===== src/rtl/sd_dat_pkg.sv =====
package sd_dat_pkg;

  localparam int LANES = 4;
  localparam logic [15:0] CRC_POLY = 16'h1021;
  localparam logic [2:0] TOK_ACCEPT = 3'b010;

  typedef enum logic [3:0] {
    S_IDLE,
    S_RD_WAIT,
    S_RD_DATA,
    S_RD_CRC,
    S_RD_END,
    S_WR_START,
    S_WR_DATA,
    S_WR_CRC,
    S_WR_END,
    S_WR_TOKW,
    S_WR_TOK,
    S_WR_TEND,
    S_WR_BUSY
  } xfer_st_e;

  // One serial step of the data CRC16; feeding the register's own MSB shifts it out
  function automatic logic [15:0] crc16_next(input logic [15:0] c, input logic d);
    return {c[14:0], 1'b0} ^ ((c[15] ^ d) ? CRC_POLY : 16'h0000);
  endfunction

endpackage


===== src/rtl/sd_crc16_lane.sv =====
module sd_crc16_lane
  import sd_dat_pkg::*;
(
  input  logic        clk,
  input  logic        rst,
  input  logic        clr,
  input  logic        en,
  input  logic        din,
  output logic [15:0] crc
);
  always_ff @(posedge clk) begin
    if (rst || clr) crc <= '0;
    else if (en)    crc <= crc16_next(crc, din);
  end
endmodule


===== src/rtl/sd_dn_counter.sv =====
module sd_dn_counter #(
  parameter int W = 8
) (
  input  logic         clk,
  input  logic         rst,
  input  logic         load,
  input  logic         dec,
  input  logic [W-1:0] val,
  output logic [W-1:0] cnt
);
  always_ff @(posedge clk) begin
    if (rst)       cnt <= '0;
    else if (load) cnt <= val;
    else if (dec)  cnt <= cnt - W'(1);
  end
endmodule


===== src/rtl/sd_dat_engine.sv =====
module sd_dat_engine
  import sd_dat_pkg::*;
#(
  parameter int LEN_W   = 9,
  parameter int CNT_W   = 8,
  parameter int TMO_CYC = 4096
) (
  input  logic             clk,
  input  logic             rst,
  input  logic             cfg_wide,
  input  logic [LEN_W-1:0] cfg_len_m1,
  input  logic [CNT_W-1:0] cfg_blk_cnt,
  input  logic             rd_go,
  input  logic             wr_go,
  input  logic             irq_en,
  input  logic             crc_err_clr,
  output logic             rd_act,
  output logic             wr_act,
  input  logic [3:0]       dat_in,
  output logic [3:0]       dat_out,
  output logic [3:0]       dat_oe,
  output logic [7:0]       rx_data,
  output logic             rx_valid,
  input  logic [7:0]       tx_data,
  output logic             tx_take,
  output logic             crc_ok,
  output logic             wr_crc_err,
  output logic             rd_timeout,
  output logic             done_irq
);
  localparam int TMO_W = $clog2(TMO_CYC + 1);
  localparam logic [TMO_W-1:0] TMO_LAST = TMO_W'(TMO_CYC - 1);

  xfer_st_e st;
  logic             wide_q;
  logic [LEN_W-1:0] len_q;
  logic [7:0]       sh, sh_in;
  logic [2:0]       bit_q;
  logic [3:0]       cyc_q;
  logic [2:0]       tok_q;
  logic [TMO_W-1:0] tmo_q;
  logic [LEN_W-1:0] byte_left;
  logic [CNT_W-1:0] blk_left;
  logic [LANES-1:0] lane_mask, crc_din, crc_fail, tx_bits, crc_msb;
  logic [15:0]      crc_q [LANES];
  logic bit_last, byte_last, blk_last, byte_end, blk_end;
  logic crc_en, crc_clr, go_rd, go_wr;

  assign rd_act    = (st == S_RD_WAIT) || (st == S_RD_DATA) || (st == S_RD_CRC) || (st == S_RD_END);
  assign wr_act    = (st != S_IDLE) && !rd_act;
  assign lane_mask = wide_q ? 4'hF : 4'h1;
  assign bit_last  = wide_q ? (bit_q == 3'd1) : (bit_q == 3'd7);
  assign byte_last = (byte_left == '0);
  assign blk_last  = (blk_left == CNT_W'(1));
  assign byte_end  = ((st == S_RD_DATA) || (st == S_WR_DATA)) && bit_last;
  assign blk_end   = (st == S_RD_END) || ((st == S_WR_BUSY) && dat_in[0]);
  assign go_rd     = (st == S_IDLE) && rd_go && (cfg_blk_cnt != '0);
  assign go_wr     = (st == S_IDLE) && wr_go && !rd_go && (cfg_blk_cnt != '0);
  assign sh_in     = wide_q ? {sh[3:0], dat_in} : {sh[6:0], dat_in[0]};
  assign tx_bits   = wide_q ? sh[7:4] : {3'b111, sh[7]};
  assign tx_take   = (st == S_WR_START) || ((st == S_WR_DATA) && bit_last && !byte_last);
  assign crc_en    = (st == S_RD_DATA) || (st == S_RD_CRC) || (st == S_WR_DATA) || (st == S_WR_CRC);
  assign crc_clr   = (st == S_RD_WAIT) || (st == S_WR_START);

  sd_dn_counter #(.W(LEN_W)) u_bytes (
    .clk(clk), .rst(rst), .load(crc_clr), .dec(byte_end), .val(len_q), .cnt(byte_left));

  sd_dn_counter #(.W(CNT_W)) u_blocks (
    .clk(clk), .rst(rst), .load(go_rd || go_wr), .dec(blk_end), .val(cfg_blk_cnt), .cnt(blk_left));

  for (genvar l = 0; l < LANES; l++) begin : g_lane
    sd_crc16_lane u_crc (
      .clk(clk), .rst(rst), .clr(crc_clr), .en(crc_en && lane_mask[l]),
      .din(crc_din[l]), .crc(crc_q[l]));
    assign crc_msb[l]  = crc_q[l][15];
    assign crc_fail[l] = lane_mask[l] && (crc_q[l] != 16'h0000);
  end

  // Reads feed the received CRC into the LFSR (a good block leaves zero);
  // writes feed the payload, then the register's own MSB to shift the CRC out.
  always_comb begin
    case (st)
      S_WR_DATA: crc_din = tx_bits;
      S_WR_CRC:  crc_din = crc_msb;
      default:   crc_din = dat_in;
    endcase
  end

  always_ff @(posedge clk) begin
    if (rst) begin
      st <= S_IDLE;
      wide_q <= 1'b0;
      len_q <= '0;
      sh <= '0;
      bit_q <= '0;
      cyc_q <= '0;
      tok_q <= '0;
      tmo_q <= '0;
      dat_out <= 4'hF;
      dat_oe <= 4'h0;
      rx_data <= '0;
      rx_valid <= 1'b0;
      crc_ok <= 1'b1;
      wr_crc_err <= 1'b0;
      rd_timeout <= 1'b0;
      done_irq <= 1'b0;
    end else begin
      rx_valid <= 1'b0;
      done_irq <= 1'b0;
      if (crc_err_clr) wr_crc_err <= 1'b0;
      case (st)
        S_IDLE: begin
          if (go_rd || go_wr) begin
            wide_q <= cfg_wide;
            len_q <= cfg_len_m1;
            tmo_q <= '0;
          end
          if (go_rd) begin
            st <= S_RD_WAIT;
            crc_ok <= 1'b1;
            rd_timeout <= 1'b0;
          end else if (go_wr) begin
            st <= S_WR_START;
          end
        end
        S_RD_WAIT: begin
          if (!dat_in[0]) begin
            st <= S_RD_DATA;
            bit_q <= '0;
          end else if (tmo_q == TMO_LAST) begin
            rd_timeout <= 1'b1;
            st <= S_IDLE;
          end else begin
            tmo_q <= tmo_q + TMO_W'(1);
          end
        end
        S_RD_DATA: begin
          sh <= sh_in;
          bit_q <= bit_q + 3'd1;
          if (bit_last) begin
            bit_q <= '0;
            rx_data <= sh_in;
            rx_valid <= 1'b1;
            if (byte_last) begin
              st <= S_RD_CRC;
              cyc_q <= '0;
            end
          end
        end
        S_RD_CRC: begin
          cyc_q <= cyc_q + 4'd1;
          if (cyc_q == 4'd15) st <= S_RD_END;
        end
        S_RD_END: begin
          if (crc_fail != '0) crc_ok <= 1'b0;
          tmo_q <= '0;
          if (blk_last) begin
            st <= S_IDLE;
            done_irq <= irq_en;
          end else begin
            st <= S_RD_WAIT;
          end
        end
        S_WR_START: begin
          dat_oe <= lane_mask;
          dat_out <= 4'h0;
          sh <= tx_data;
          bit_q <= '0;
          st <= S_WR_DATA;
        end
        S_WR_DATA: begin
          dat_out <= tx_bits;
          sh <= wide_q ? {sh[3:0], 4'h0} : {sh[6:0], 1'b0};
          bit_q <= bit_q + 3'd1;
          if (bit_last) begin
            bit_q <= '0;
            if (byte_last) begin
              st <= S_WR_CRC;
              cyc_q <= '0;
            end else begin
              sh <= tx_data;
            end
          end
        end
        S_WR_CRC: begin
          dat_out <= crc_msb;
          cyc_q <= cyc_q + 4'd1;
          if (cyc_q == 4'd15) st <= S_WR_END;
        end
        S_WR_END: begin
          dat_out <= 4'hF;
          st <= S_WR_TOKW;
        end
        S_WR_TOKW: begin
          dat_oe <= 4'h0;
          if (!dat_in[0]) begin
            st <= S_WR_TOK;
            cyc_q <= '0;
          end
        end
        S_WR_TOK: begin
          tok_q <= {tok_q[1:0], dat_in[0]};
          cyc_q <= cyc_q + 4'd1;
          if (cyc_q == 4'd2) st <= S_WR_TEND;
        end
        S_WR_TEND: begin
          if (tok_q != TOK_ACCEPT) wr_crc_err <= 1'b1;
          st <= S_WR_BUSY;
        end
        S_WR_BUSY: begin
          if (dat_in[0]) begin
            if (blk_last) begin
              st <= S_IDLE;
              done_irq <= irq_en;
            end else begin
              st <= S_WR_START;
            end
          end
        end
        default: st <= S_IDLE;
      endcase
    end
  end
endmodule


===== config.mk =====
export PLATFORM = sky130hd
export DESIGN_NAME = sd_dat_engine
export DESIGN_NICKNAME = d
export VERILOG_FILES = /design/src/rtl/sd_dat_pkg.sv /design/src/rtl/sd_crc16_lane.sv /design/src/rtl/sd_dn_counter.sv /design/src/rtl/sd_dat_engine.sv
export SDC_FILE = /design/constraint.sdc
export NUM_CORES = 1
export LEC_CHECK = 0
export BUFFER_PORTS_ARGS = -buffer_cell sky130_fd_sc_hd__buf_2
export CELL_PAD_IN_SITES_DETAIL_PLACEMENT = 1
export CELL_PAD_IN_SITES_GLOBAL_PLACEMENT = 2
export CORE_AREA = 5 5 164 166
export CTS_CLUSTER_SIZE = 20
export DETAILED_ROUTE_END_ITERATION = 12
export DIE_AREA = 0 0 169 171
export PLACE_DENSITY_LB_ADDON = 0.3
export SETUP_SLACK_MARGIN = 0.1
export SKIP_CTS_REPAIR_TIMING = 1
export SLEW_MARGIN = 25
export SYNTH_ARGS = -nofsm -noshare
export SYNTH_HDL_FRONTEND = slang
export SYNTH_SLANG_ARGS = --single-unit

===== constraint.sdc =====
create_clock -name clk -period 6.63 [get_ports clk]
set_clock_uncertainty 0.05 [all_clocks]
set_input_delay 1.6575 -clock clk [delete_from_list [all_inputs] [get_ports clk]]
set_output_delay 1.6575 -clock clk [all_outputs]
set_load 0.01 [all_outputs]

==> results of run 1 <==
critical path, stage by stage (launching register included):
cell and delay, ns:
dfxtp_1 0.34, inv_1 0.07, ha_1 0.17, or3b_2 0.52, or3_4 0.37, a31oi_4 0.40
inv_1 0.07, buf_2 0.15
through the flow:
stage          setup slack [ns]  utilization [%]  power, mW  cell area [sq um]  std cells
2_1_floorplan              3.15                -       1.59               6940        869
3_3_place_gp               2.51             29.4       1.81               7490       1212
3_5_place_dp               2.49             29.4       1.81               7490       1212
4_1_cts                    2.31             31.9       2.83               8120       1244
5_1_grt                    2.23             31.9       2.97               8140       1244
6_report                   2.41             31.9       2.79               8140       1244
worst max-delay path by stage:
stage           endpoint  slack [ns]            from  cells past startpoint
2_1_floorplan    tx_take        3.15  u_bytes.cnt[0]                      7
3_3_place_gp   tmo_q[11]        2.51  cfg_blk_cnt[4]                      6
3_5_place_dp   tmo_q[11]        2.49  cfg_blk_cnt[4]                      6
4_1_cts          tx_take        2.31           st[0]                      5
5_1_grt          tx_take        2.23  u_bytes.cnt[0]                      7
6_report         tx_take        2.41  u_bytes.cnt[0]                      7
kinds of logic (layout without fill, tap and decap cells):
family          count (synthesis)  in the layout  share of synthesized area, %
simple gates                  406            406                          29.5
fa+ha+maj                       7              7                          1.26
xor+xnor                        3              3                         0.379
flops                         145            145                          41.8
compound gates                212            212                          19.5
buf+inv                        76            116                          4.60
mux                            20             20                          2.90
report_power, final:
part / leakage (nW) / internal, mW / switching, mW / total (mW)
Clock: 0.304 / 0.521 / 0.482 / 1.00
Sequential: 1.17 / 0.956 / 0.0856 / 1.04
Combinational: 1.36 / 0.249 / 0.499 / 0.748
routing by layer:
layer	track usage (%)	wire length, um	vias up
li1	-	-	3175
met1	20.6	10800	3018
met2	23.3	9270	75
met3	2.47	507	18
met4	4.17	255	0
met5	0	0	-
cell type report:
class	instances	area, sq um	area share [%]
Clock buffer	17	425	5.23
Clock inverter	15	206	2.54
Inverter	14	52.6	0.646
Multi-Input combinational cell	648	3750	46.1
Sequential cell	145	2900	35.7
Tap cell	335	419	5.15
Timing Repair Buffer	70	378	4.64
placed cells by master, fill, tap and decap left out, types with 5 or more instances in the layout:
cell type	n
nor3_1	15
nand3_1	21
and3_1	5
o21ai_0	27
a311o_1	8
nor2_1	60
nand2_1	178
a211oi_1	10
a31oi_1	10
a22oi_1	6
inv_1	14
nor4_1	22
or4_1	6
dfxtp_1	145
buf_2	59
a311oi_1	5
ha_1	7
clkbuf_16	17
clkinv_8	7
nand3b_1	12
buf_4	11
nand4b_1	6
nand2b_1	22
or2_2	5
nor4b_1	10
a21oi_1	102
mux2i_1	19
nand4_1	14
cell usage after synthesis (all sizes together) (15+ instances only):
| master | instances | area (sq um) |
|---|---|---|
| nor2 | 61 | 229 |
| nor3 | 15 | 75.1 |
| a21oi | 102 | 510 |
| dfxtp | 145 | 2900 |
| nor4 | 27 | 209 |
| nand2b | 22 | 138 |
| nand2 | 179 | 672 |
| clkbuf | 39 | 146 |
| mux2i | 19 | 190 |
| o21ai | 27 | 135 |
| nand3 | 21 | 105 |
| buf | 23 | 120 |
flip-flops by register name, summed over array words and instances, names as in the netlist, 2 cells and up:
name	count
bit_q	3
cyc_q	4
dat_oe	2
dat_out	4
g_lane.u_crc.crc	64
len_q	9
rx_data	8
sh	8
st	4
tmo_q	13
tok_q	3
u_blocks.cnt	8
u_bytes.cnt	9
==> impl_metrics.json, run 1 <==
{
  "status": "completed",
  "p_leak_nw": 2.84,
  "async_reset_ff_share_pct": 0,
  "grt_pass1_vias": 6525,
  "nFillCells": 3030,
  "clock_path_buffers": 2,
  "cts_tree": "built",
  "setup_viol": 0,
  "hold_path.startpoint": "len_q[4]",
  "ys_seq_elements": 145,
  "hold_viol_final": 0,
  "timing.rr.start": "st[3]",
  "antenna_found_initial": 0,
  "grt_max_degree": 69,
  "synth_ff_type": "dfxtp_1",
  "synth_edf_count": 0,
  "period_minus_slack_ns": 4.22,
  "slew_violations": 0,
  "layout-drive-gt1-share_pct": 14.2,
  "drt_iter0_drc": 347,
  "grtUsageTotal_pct": 14.6,
  "place_congestion": 0.710,
  "timing.rr.end": "rx_data[2]",
  "cp.arrival_ns": 2.51,
  "grt.overflow.total": 0,
  "diodes": 0,
  "worstSetupPathType": "flop to output port",
  "hpwlAfterDp_mm": 14.0,
  "rows": 59,
  "start_util_pct": 27.3,
  "routed_wl_mm": 20.8,
  "rsz0062_at_grt": "no",
  "clock-root-buffer": "clkbuf_16",
  "yosysWarnings": 0,
  "firstDrtPassIters": 6,
  "synth_cell_types": 67,
  "grt_pass1_wl_mm": 34.7,
  "r2r.worst_path.cells": 6,
  "hold_path_depth": 2,
  "finalNetCount": 939,
  "wl_per_cell_um": 16.8,
  "path_max_fanout": 16,
  "syn_nets": 912,
  "syn-mean-instance-area_sq_um": 7.99,
  "io_pins": 60,
  "fin_tns_setup_ns": 0,
  "h-tree-depth": 4,
  "cts_made_buffers": 17,
  "holdPathEnd": "len_q[4]",
  "netlist_instances": 869,
  "syn2layout_area_growth_pct": 17.2,
  "die_area_sq_um": 28900,
  "maxCapViolCount": 0,
  "start_kind": "flop",
  "fin_hold_ws_ns": 0.411,
  "relSlewSlack_pct": 33.4,
  "fp.coreArea_sq_um": 25500,
  "die_w_um": 169,
  "ys_seq_area_share_pct": 41.8,
  "drtAntennaViolNets": 0,
  "worstPathRequired_ns": 4.92,
  "tightest_slew_ns": 0.998,
  "hp-class": "flop to flop",
  "cts.sinks": 145,
  "r2r_setup_slack_ns": 3.41,
  "portBuffers": 59,
  "viasPerCell": 5.05,
  "die_h_um": 171,
  "clk_latency_ns": 0.44,
  "via_count": 6286,
  "synthesis.area_sq_um": 6940,
  "finalCritPeriodShare_pct": 63.6,
  "ir_worst_vdd_mv": 0.141,
  "powerDensity_nw_per_um2": 343,
  "crit_path_end_kind": "output port",
  "drc": 0,
  "max_freq_mhz": 237,
  "clkTransAtPathRegs_ns": 0.07
}
Power figures use the tool's default switching activity.
==> run 2, diff against run 1 <==
--- a/config.mk
+++ b/config.mk
@@ -5,13 +5,14 @@
 export SDC_FILE = /design/constraint.sdc
 export NUM_CORES = 1
 export LEC_CHECK = 0
+export ABC_AREA = 1
 export BUFFER_PORTS_ARGS = -buffer_cell sky130_fd_sc_hd__buf_2
 export CELL_PAD_IN_SITES_DETAIL_PLACEMENT = 1
 export CELL_PAD_IN_SITES_GLOBAL_PLACEMENT = 2
-export CORE_AREA = 5 5 164 166
+export CORE_AREA = 5 5 168 170
 export CTS_CLUSTER_SIZE = 20
 export DETAILED_ROUTE_END_ITERATION = 12
-export DIE_AREA = 0 0 169 171
+export DIE_AREA = 0 0 173 175
 export PLACE_DENSITY_LB_ADDON = 0.3
 export SETUP_SLACK_MARGIN = 0.1
 export SKIP_CTS_REPAIR_TIMING = 1
==> constraint.sdc (replaced) <==
create_clock -name clk -period 4.1 [get_ports clk]
set_clock_uncertainty 0.05 [all_clocks]
set_input_delay 1.025 -clock clk [delete_from_list [all_inputs] [get_ports clk]]
set_output_delay 1.025 -clock clk [all_outputs]
set_load 0.01 [all_outputs]
==> impl_metrics.json, run 2 <==
{
  "clock-root-buffer": "clkbuf_16",
  "start_util_pct": 27.4,
  "yosysWarnings": 0,
  "wl_per_cell_um": 14.5,
  "finalNetCount": 1157,
  "synth_top_area_share_pct": 39.8,
  "synth_ff_type": "dfxtp_1",
  "cp.arrival_ns": 2.12,
  "syn_nets": 1114,
  "ys_seq_elements": 145,
  "synthesis.area_sq_um": 7290,
  "cts_tree": "built",
  "slew_violations": 0,
  "die_w_um": 173,
  "largest_reg_flops": 64,
  "powerDensity_nw_per_um2": 622,
  "layout_commonest_cell": "nand2_1",
  "p_leak_nw": 3.55,
  "tightest_slew_ns": 0.799,
  "synthTopCellsByCount": "nand2_1 (287), dfxtp_1 (145), nor2_1 (139)",
  "power.share.clock_pct": 28.8,
  "firstDrtPassIters": 4,
  "grt_pass1_wl_mm": 35.6,
  "grt_max_degree": 49,
  "routed_wl_mm": 21.3,
  "yosysMostFrequentCell": "nand2_1",
  "drtAntennaViolNets": 0,
  "power_frac_seq_pct": 35.2,
  "slowest_stage": "dfxtp_1",
  "setup_viol": 0,
  "status": "completed",
  "path_max_fanout": 15,
  "drt_iter0_drc": 273,
  "nFillCells": 3369,
  "period_minus_slack_ns": 3.20,
  "internal-power_mw": 3.02,
  "swShare_pct": 42.1,
  "power_switching_mw": 2.20,
  "cts_made_buffers": 17,
  "fin_hold_ws_ns": 0.410,
  "synth_cell_types": 39,
  "netlist.top_cell.by_area": "dfxtp_1",
  "cts.sinks": 145,
  "ir_worst_vdd_mv": 0.220,
  "fp.coreArea_sq_um": 26600,
  "rsz0062_at_grt": "no",
  "async_reset_ff_share_pct": 0,
  "syn-mean-instance-area_sq_um": 6.81,
  "layout-drive-gt1-share_pct": 12.2,
  "worstSetupPathType": "flop to output port",
  "viasPerCell": 4.64,
  "top_regs": "g_lane.u_crc.crc x64, tmo_q x13",
  "io_pins": 60,
  "yosys-top-cells-area": "dfxtp_1 (40%), nand2_1 (15%), nor2_1 (7.2%), a21oi_1 (5.9%), inv_1 (5.4%)",
  "place_congestion": 0.807,
  "maxCapViolCount": 0,
  "crit_path_end_kind": "output port",
  "max_freq_mhz": 313,
  "antenna_found_initial": 1,
  "syn2layout_area_growth_pct": 15.0,
  "ys_seq_area_share_pct": 39.8,
  "synth_edf_count": 0,
  "multiInputGateArea_sq_um": 3730,
  "start_kind": "flop",
  "portBuffers": 59,
  "netlist_instances": 1071,
  "relSlewSlack_pct": 46.6,
  "finalCritPeriodShare_pct": 78.0,
  "h-tree-depth": 4,
  "fin_tns_setup_ns": 0,
  "hpwlAfterDp_mm": 15.7,
  "hold_viol_final": 0,
  "diodes": 0,
  "drc": 0,
  "die_area_sq_um": 30300,
  "rows": 60,
  "worstPathRequired_ns": 3.02,
  "grt.overflow.total": 0,
  "die_h_um": 175,
  "top_register": "g_lane.u_crc.crc",
  "finalPower_mw": 5.22,
  "power_frac_comb_pct": 36.1,
  "clkTransAtPathRegs_ns": 0.06,
  "clock_path_buffers": 2,
  "crit_chain": "inv_2, o21bai_1, nand3_2, inv_1, nand3_1, nand2_1, buf_2",
  "grtUsageTotal_pct": 14.2,
  "via_count": 6809,
  "critPathMaxStageDelay_ns": 0.52,
  "clk_latency_ns": 0.43,
  "grt_pass1_vias": 6944,
  "final_cell_mix": "nand2_1 (287), dfxtp_1 (145), nor2_1 (139)",
  "hp-class": "flop to flop",
  "ff_latch_area_sq_um": 2900
}
## run 2: changes by cell type in the layout (fill, tap and decap cells not counted), sizes merged, moves of 27 or more
cell	before	now
nand2	179	298
o21ai	27	73
nor2	61	153
nand3	21	72
inv	21	124
nor4	27	0
## run 2: final timing paths
kind              startpoint                      end  slack, ns  cells past startpoint
setup / recovery      wide_q                  tx_take       0.90                      7
hold / removal    wr_crc_err               wr_crc_err       0.41                      2
setup reg to reg       st[3]  g_lane[1].u_crc.crc[15]       1.75                      6
hold reg to reg   wr_crc_err               wr_crc_err       0.41                      2
## run 2: cell type report
class / count / area share, %
Tap cell: 341 / 5.09
Sequential cell: 145 / 34.6
Timing Repair Buffer: 63 / 3.88
Inverter: 116 / 5.21
Multi-Input combinational cell: 771 / 44.4
Clock inverter: 15 / 1.69
Clock buffer: 17 / 5.07
## run 2: worst max-delay path, delay by kind of cell, from the launching register on
kind,cells,cell delay (ns)
buf+inv,3,0.47
compound gates,1,0.19
flops,1,0.52
simple gates,3,0.50
## run 2: per-layer routing
| metal | GRT usage, % | wire (um) |
|---|---|---|
| met4 | 3.79 | 237 |
| met1 | 18.2 | 10200 |
| met2 | 24.6 | 10300 |
| met5 | 0 | 20 |
| met3 | 2.81 | 490 |
## run 2: cells by family after synthesis
group                      synth area share [%]
and+or+nand+nor                            33.6
AOI/OAI and AO/OA                          14.3
buffers and inverters                      9.09
DFF                                        39.8
xor gates and xnor gates                   2.04
adders and majority gates                  1.20
## run 2: power by group through the flow
stage / registers [mW] / logic, mW / clock network (mW)
floorplan: 1.79 / 1.49 / 0
global placement: 1.86 / 1.92 / 0
detailed placement: 1.87 / 1.93 / 0
CTS: 1.84 / 1.93 / 1.55
global route: 1.87 / 2.15 / 1.61
finish: 1.83 / 1.88 / 1.50
## run 2: through the flow
stage	worst slack, ns	area, sq um	util (%)	instances
after CTS	0.836	8380	31.5	1468
after detailed placement	1.31	7820	29.4	1436
final	0.901	8380	31.5	1468
after global placement	1.38	7820	29.4	1436
after global routing	0.659	8380	31.5	1468
after floorplan	1.67	7290	-	1071
